[config.mk]
export PLATFORM = sky130hd
export DESIGN_NAME = dma_page_alloc
export DESIGN_NICKNAME = d
export VERILOG_FILES = /design/src/rtl/dpa_pkg.sv /design/src/rtl/dpa_datapath.sv /design/src/rtl/dpa_control.sv /design/src/rtl/dma_page_alloc.sv
export SDC_FILE = /design/constraint.sdc
export NUM_CORES = 1
export LEC_CHECK = 0
export ABC_AREA = 1
export BUFFER_PORTS_ARGS = -buffer_cell sky130_fd_sc_hd__buf_2
export CELL_PAD_IN_SITES_DETAIL_PLACEMENT = 0
export CELL_PAD_IN_SITES_GLOBAL_PLACEMENT = 1
export CORE_AREA = 2 2 126 128
export DETAILED_ROUTE_END_ITERATION = 12
export DIE_AREA = 0 0 128 130
export MAX_ROUTING_LAYER = met4
export PLACE_DENSITY = 0.71
export SYNTH_ARGS = -nofsm -noshare
export SYNTH_HDL_FRONTEND = slang
export SYNTH_SLANG_ARGS = --single-unit
export TNS_END_PERCENT = 20
[constraint.sdc]
create_clock -name clk -period 5.2 [get_ports clk]
set_input_delay 0.52 -clock clk [delete_from_list [all_inputs] [get_ports clk]]
set_output_delay 0.52 -clock clk [all_outputs]
set_load 0.01 [all_outputs]
[src/rtl/dpa_pkg.sv]
package dpa_pkg;
  typedef enum logic [1:0] {
    OP_ALLOC   = 2'd0,
    OP_FREE    = 2'd1,
    OP_RESERVE = 2'd2,
    OP_BAD     = 2'd3
  } opcode_e;

  // strobes from control to datapath
  typedef struct packed {
    logic loadReq;
    logic scanStep;
    logic scanRestart;
    logic commitAlloc;
    logic walkStep;
    logic finish;
    logic finOk;
    logic finErr;
    logic finAcc;
  } ctrl_t;

  // status from datapath to control
  typedef struct packed {
    logic reqIllegal;
    logic reqIgnore;
    logic scanEnd;
    logic scanHit;
    logic walkEnd;
  } stat_t;
endpackage

[src/rtl/dpa_datapath.sv]
module dpa_datapath
  import dpa_pkg::*;
#(
  parameter int TBL   = 32,
  parameter int IDX_W = $clog2(TBL + 1)
) (
  input  logic             clk,
  input  logic             rst_n,
  input  ctrl_t            ctrl,
  input  logic [1:0]       reqOp,
  input  logic [IDX_W-1:0] reqEntry,
  input  logic [IDX_W-1:0] reqCount,
  output stat_t            stat,
  output logic [IDX_W-1:0] resIndex,
  output logic             okFlag,
  output logic             errFlag
);
  localparam int AW = (TBL > 1) ? $clog2(TBL) : 1;
  localparam logic [IDX_W:0]   TBL_WIDE = (IDX_W + 1)'(TBL);
  localparam logic [IDX_W-1:0] TBL_IDX  = IDX_W'(TBL);

  logic [TBL-1:0]   bitmap;
  logic [TBL-1:0]   allocMask;
  logic [IDX_W-1:0] cursor, runLen, hint, cntQ, limQ, offset;
  opcode_e          opQ;
  logic             accErr;
  logic             curBit;
  logic [IDX_W:0]   reqEnd;
  opcode_e          reqOpE;

  assign reqOpE = opcode_e'(reqOp);
  assign reqEnd = {1'b0, reqEntry} + {1'b0, reqCount};

  // request legality, evaluated on the port values in the accepting cycle
  assign stat.reqIllegal = (reqCount == '0) || (reqOpE == OP_BAD) ||
                           ((reqOpE == OP_FREE) && (reqEnd > TBL_WIDE));
  assign stat.reqIgnore  = (reqOpE == OP_RESERVE) && (reqEntry >= TBL_IDX);

  assign curBit       = (cursor < TBL_IDX) ? bitmap[cursor[AW-1:0]] : 1'b1;
  assign stat.scanEnd = (cursor == TBL_IDX);
  assign stat.scanHit = !stat.scanEnd && !curBit && ((runLen + 1'b1) == cntQ);
  assign stat.walkEnd = (cursor == limQ);
  assign offset       = cursor + 1'b1 - cntQ;

  // one mask bit per entry covering [offset, offset+cntQ)
  for (genvar gi = 0; gi < TBL; gi++) begin : g_mask
    logic [IDX_W:0] pos;
    assign pos = (IDX_W + 1)'(gi);
    assign allocMask[gi] = (pos >= {1'b0, offset}) &&
                           (pos < ({1'b0, offset} + {1'b0, cntQ}));
  end

  always_ff @(posedge clk) begin
    if (!rst_n) begin
      bitmap   <= '0;
      cursor   <= '0;
      runLen   <= '0;
      hint     <= '0;
      cntQ     <= '0;
      limQ     <= '0;
      opQ      <= OP_ALLOC;
      accErr   <= 1'b0;
      resIndex <= '0;
      okFlag   <= 1'b0;
      errFlag  <= 1'b0;
    end else begin
      if (ctrl.loadReq) begin
        opQ    <= reqOpE;
        cntQ   <= reqCount;
        cursor <= (reqOpE == OP_ALLOC) ? hint : reqEntry;
        runLen <= '0;
        accErr <= 1'b0;
        limQ   <= (reqEnd > TBL_WIDE) ? TBL_IDX : reqEnd[IDX_W-1:0];
      end
      if (ctrl.scanRestart) begin
        cursor <= '0;
        runLen <= '0;
      end
      if (ctrl.scanStep) begin
        cursor <= cursor + 1'b1;
        runLen <= curBit ? '0 : runLen + 1'b1;
      end
      if (ctrl.commitAlloc) begin
        bitmap   <= bitmap | allocMask;
        hint     <= offset + cntQ;
        resIndex <= offset;
      end else if (ctrl.walkStep) begin
        bitmap[cursor[AW-1:0]] <= (opQ != OP_FREE);
        accErr <= accErr | ((opQ == OP_FREE) ? !curBit : curBit);
        cursor <= cursor + 1'b1;
      end
      if (ctrl.finish) begin
        okFlag  <= ctrl.finOk;
        errFlag <= ctrl.finErr | (ctrl.finAcc & accErr);
      end
    end
  end
endmodule

[src/rtl/dpa_control.sv]
module dpa_control
  import dpa_pkg::*;
(
  input  logic       clk,
  input  logic       rst_n,
  input  logic       reqValid,
  input  logic [1:0] reqOp,
  input  stat_t      stat,
  input  logic       flushAck,
  output ctrl_t      ctrl,
  output logic       busy,
  output logic       done,
  output logic       flushReq
);
  typedef enum logic [2:0] {
    S_IDLE, S_SCAN1, S_FLUSH, S_WAIT, S_SCAN2, S_WALK, S_DONE
  } state_e;

  state_e st, nxt;

  always_ff @(posedge clk) begin
    if (!rst_n) st <= S_IDLE;
    else        st <= nxt;
  end

  always_comb begin
    ctrl     = '0;
    nxt      = st;
    flushReq = 1'b0;
    done     = 1'b0;
    case (st)
      S_IDLE: if (reqValid) begin
        ctrl.loadReq = 1'b1;
        if (stat.reqIllegal) begin
          ctrl.finish = 1'b1;
          ctrl.finErr = 1'b1;
          nxt = S_DONE;
        end else if (stat.reqIgnore) begin
          ctrl.finish = 1'b1;
          nxt = S_DONE;
        end else if (opcode_e'(reqOp) == OP_ALLOC) begin
          nxt = S_SCAN1;
        end else begin
          nxt = S_WALK;
        end
      end
      S_SCAN1, S_SCAN2: begin
        if (stat.scanEnd) begin
          if (st == S_SCAN1) nxt = S_FLUSH;
          else begin
            ctrl.finish = 1'b1;
            nxt = S_DONE;
          end
        end else if (stat.scanHit) begin
          ctrl.commitAlloc = 1'b1;
          ctrl.finish      = 1'b1;
          ctrl.finOk       = 1'b1;
          nxt = S_DONE;
        end else begin
          ctrl.scanStep = 1'b1;
        end
      end
      S_FLUSH: begin
        flushReq         = 1'b1;
        ctrl.scanRestart = 1'b1;
        nxt = S_WAIT;
      end
      S_WAIT: if (flushAck) nxt = S_SCAN2;
      S_WALK: begin
        if (stat.walkEnd) begin
          ctrl.finish = 1'b1;
          ctrl.finOk  = 1'b1;
          ctrl.finAcc = 1'b1;
          nxt = S_DONE;
        end else begin
          ctrl.walkStep = 1'b1;
        end
      end
      S_DONE: begin
        done = 1'b1;
        nxt  = S_IDLE;
      end
      default: nxt = S_IDLE;
    endcase
  end

  assign busy = (st != S_IDLE);
endmodule

[src/rtl/dma_page_alloc.sv]
module dma_page_alloc
  import dpa_pkg::*;
#(
  parameter int TBL   = 32,
  parameter int IDX_W = $clog2(TBL + 1)
) (
  input  logic             clk,
  input  logic             rst_n,
  input  logic             reqValid,
  input  logic [1:0]       reqOp,
  input  logic [IDX_W-1:0] reqEntry,
  input  logic [IDX_W-1:0] reqCount,
  output logic             busy,
  output logic             done,
  output logic             okFlag,
  output logic             errFlag,
  output logic [IDX_W-1:0] resIndex,
  output logic             flushReq,
  input  logic             flushAck
);
  ctrl_t ctrlBus;
  stat_t statBus;

  dpa_control u_ctrl (
    .clk(clk), .rst_n(rst_n), .reqValid(reqValid), .reqOp(reqOp),
    .stat(statBus), .flushAck(flushAck), .ctrl(ctrlBus),
    .busy(busy), .done(done), .flushReq(flushReq)
  );

  dpa_datapath #(.TBL(TBL), .IDX_W(IDX_W)) u_dp (
    .clk(clk), .rst_n(rst_n), .ctrl(ctrlBus), .reqOp(reqOp),
    .reqEntry(reqEntry), .reqCount(reqCount), .stat(statBus),
    .resIndex(resIndex), .okFlag(okFlag), .errFlag(errFlag)
  );
endmodule

==> reports/metrics.cfg <==
[synth]
syn_nets=1058
yosys_warnings=0
yosys_register_bits=76
synth.distinct_cells=39
synth_seq_area_share=0.254
syn_area_um2=5990
synthCells=1015
syn_area_per_cell_um2=5.90

[layout]
final_nets=1078
final_common_cell=nand2_1
mostFrequentLayoutCells=287 x nand2_1, 134 x inv_1, 107 x nor2_1
design_area_um2=6590
syn_to_final_growth_pct=10.0
diodes=0
drive_gt1_frac=0.0731
nFillCells=1752

[clock_tree]
cts_tree=built
numCtsBuffers=9
cts-root-buf=clkbuf_16
clk_pin_slew_ps=60
postCtsHoldBufs=0
clk-insertion-delay-late_ps=350
cts_sinks=76
clock_path_buffers=2
postCtsSetupRepairBufs=0
htreeDepth=3
cts.repair.resized=0

[worst_hold_path]
min_from=flushAck
hold_path.class=in2reg
hold_end=u_ctrl.st[1]
hold_depth=4

[floorplan]
ios=29
dieArea_um2=16600
core_um2=15400
die_y_um=130
rows=46
start_util=0.388
die_width_um=128

[sta]
tns_ps=0
min_period_over_period=0.873
hold_viol=0
fin_crit_ps=4540
tightest_slew_ps=787
drv_slew=0
finalClockSkew_ps=9.67
setup_viol=0
relSlewSlack=0.475
rsz0062_at_grt=no
fmax_mhz=220

[global_route]
grt.met1_usage=0.350
gr-total-overflow=0
grt.met3_usage=0.0332
track_usage=0.278
grtUsageMet2=0.455
grt_pass1_vias=6181
top_usage_layer=met2
grt_pass1_wl_um=34400
antenna_found_initial=0
grt_max_degree=47

[critical_path]
crit_path_cell_trace=inv_2, ha_1, fa_1, nand3_1, nand3b_1, nand2_1, inv_2, ha_1, nand2_1, inv_1, nand3_1, nand3_1, nand2_1, nand2_1, nand2_1, nor2_4, nand2_1, inv_1, a21oi_1, nor3_1, nor2_1
critPathSlowestCell=dfxtp_1
rr_startpoint=u_dp.cursor[1]
arrival_ps=4780
reg2reg_setup_slack_ps=660
cp_top_family=simple AND/OR/NAND/NOR gates
critPathMaxStageDelay_ps=680
crit_top_cell=nand2_1
critical_path_class=reg2reg
crit_required_ps=5440
path_depth=21
cp_num_buf_inv=4
crit_path_end_kind=register
r2r_end=u_dp.bitmap[4]
worstRegToRegCells=21
cp-start-kind=register
crit_path_max_fanout=16

[detailed_routing]
vias_per_cell=5.29
dr.first_iter.drc_count=626
ant_nets=0
wl_um=21600
wl_per_cell_um=17.6
vias=6515
remaining_drc_errors=0
dr.pass1.iters=5

[placed_design]
dpl_cell_area_um2=6290
port_buffers=28
gp_congestion=0.928
place_hpwl_um=16500

[job]
cap_violations=0

[status]
outcome=completed

routing by layer:
metal / wire, µm / share of wire
met4: 688 / 0.032
met1: 10100 / 0.47
met5: 0 / 0
met2: 10100 / 0.46
met3: 803 / 0.037
Yosys cell counts:
library cell | n | area (µm²)
o31ai_1 | 14 | 105
o21ai_1 | 3 | 15.0
nor2_2 | 1 | 6.26
o211ai_1 | 3 | 22.5
a211oi_1 | 3 | 22.5
o21bai_1 | 3 | 22.5
buf_6 | 5 | 56.3
ha_1 | 22 | 275
a211oi_2 | 1 | 12.5
nand2_1 | 287 | 1080
buf_2 | 8 | 40.0
nor2b_1 | 1 | 6.26
a21oi_2 | 1 | 8.76
or2_2 | 1 | 6.26
xnor2_1 | 2 | 17.5
a21oi_1 | 76 | 380
nor2_4 | 4 | 45.0
nand4_1 | 11 | 68.8
inv_2 | 6 | 22.5
fa_1 | 3 | 60.1
nor2_1 | 107 | 402
o21ai_0 | 91 | 455
a31oi_1 | 13 | 81.3
xor2_1 | 7 | 61.3
nand3b_1 | 3 | 22.5
nand3_2 | 2 | 20.0
nand3_1 | 84 | 420
buf_4 | 3 | 22.5
o21a_1 | 2 | 15.0
nand2_2 | 4 | 25.0
a21o_1 | 1 | 7.51
dfxtp_1 | 76 | 1520
or2_0 | 1 | 6.26
nor3_2 | 2 | 20.0
nor3b_1 | 1 | 7.51
inv_1 | 134 | 503
o2111ai_1 | 1 | 8.76
clkbuf_1 | 15 | 56.3
nor3_1 | 13 | 65.1
worst reg2reg max path, cell delays in order, from the launching register on:
cell      delay (ps)
dfxtp_1          680
inv_2            230
ha_1             410
fa_1             520
nand3_1          150
nand3b_1          80
nand2_1          220
inv_2            170
ha_1             380
nand2_1           70
inv_1             70
nand3_1          100
nand3_1           80
nand2_1           50
nand2_1          150
nand2_1          180
nor2_4           260
nand2_1          180
inv_1            170
a21oi_1           90
nor3_1           150
nor2_1            60
metrics by stage:
step,hold slack [ps],setup WS (ps),instances,util
after CTS,447,711,1232,0.427
after floorplan,430,1540,1015,-
after global placement,449,769,1216,0.408
after detailed placement,458,731,1216,0.408
final,453,658,1232,0.427
after global routing,475,248,1232,0.427
worst max path at each step:
stage | start | endpoint
after detailed placement | u_dp.cursor[1] | u_dp.bitmap[16]
after CTS | u_dp.cursor[1] | u_dp.bitmap[16]
after floorplan | u_dp.cursor[0] | u_dp.bitmap[4]
after global routing | u_dp.cursor[1] | u_dp.bitmap[4]
final | u_dp.cursor[1] | u_dp.bitmap[4]
after global placement | u_dp.cursor[1] | u_dp.bitmap[16]
area by class of cell:
cell class | instances | area [µm²] | area share
inverters | 140 | 526 | 0.0797
clock buffers | 13 | 260 | 0.0395
well taps | 192 | 240 | 0.0364
flip-flops and latches | 76 | 1520 | 0.231
multi-input cells | 768 | 3770 | 0.572
repair buffers | 40 | 230 | 0.0349
clock inverters | 3 | 45.0 | 0.00683
registers in the layout, indices dropped and copies added (netlist names):
name,flops
u_dp.runLen,6
u_dp.hint,6
u_dp.accErr,1
u_dp.bitmap,32
u_dp.limQ,6
u_ctrl.st,3
u_dp.errFlag,1
u_dp.opQ,2
u_dp.cursor,6
u_dp.resIndex,6
u_dp.okFlag,1
u_dp.cntQ,6
kinds of logic (layout without fill, tap and decap cells):
family | count (synthesis) | in the layout | share of synthesized area
AOI/OAI and AO/OA | 212 | 212 | 0.193
adders and majority gates | 25 | 25 | 0.0560
xor gates and xnor gates | 9 | 9 | 0.0132
buffers and inverters | 171 | 196 | 0.117
and+or+nand+nor | 522 | 522 | 0.367
DFF | 76 | 76 | 0.254
Power is not shown: default switching activity piles up to over one toggle a cycle in this logic, so the estimate is an artifact.
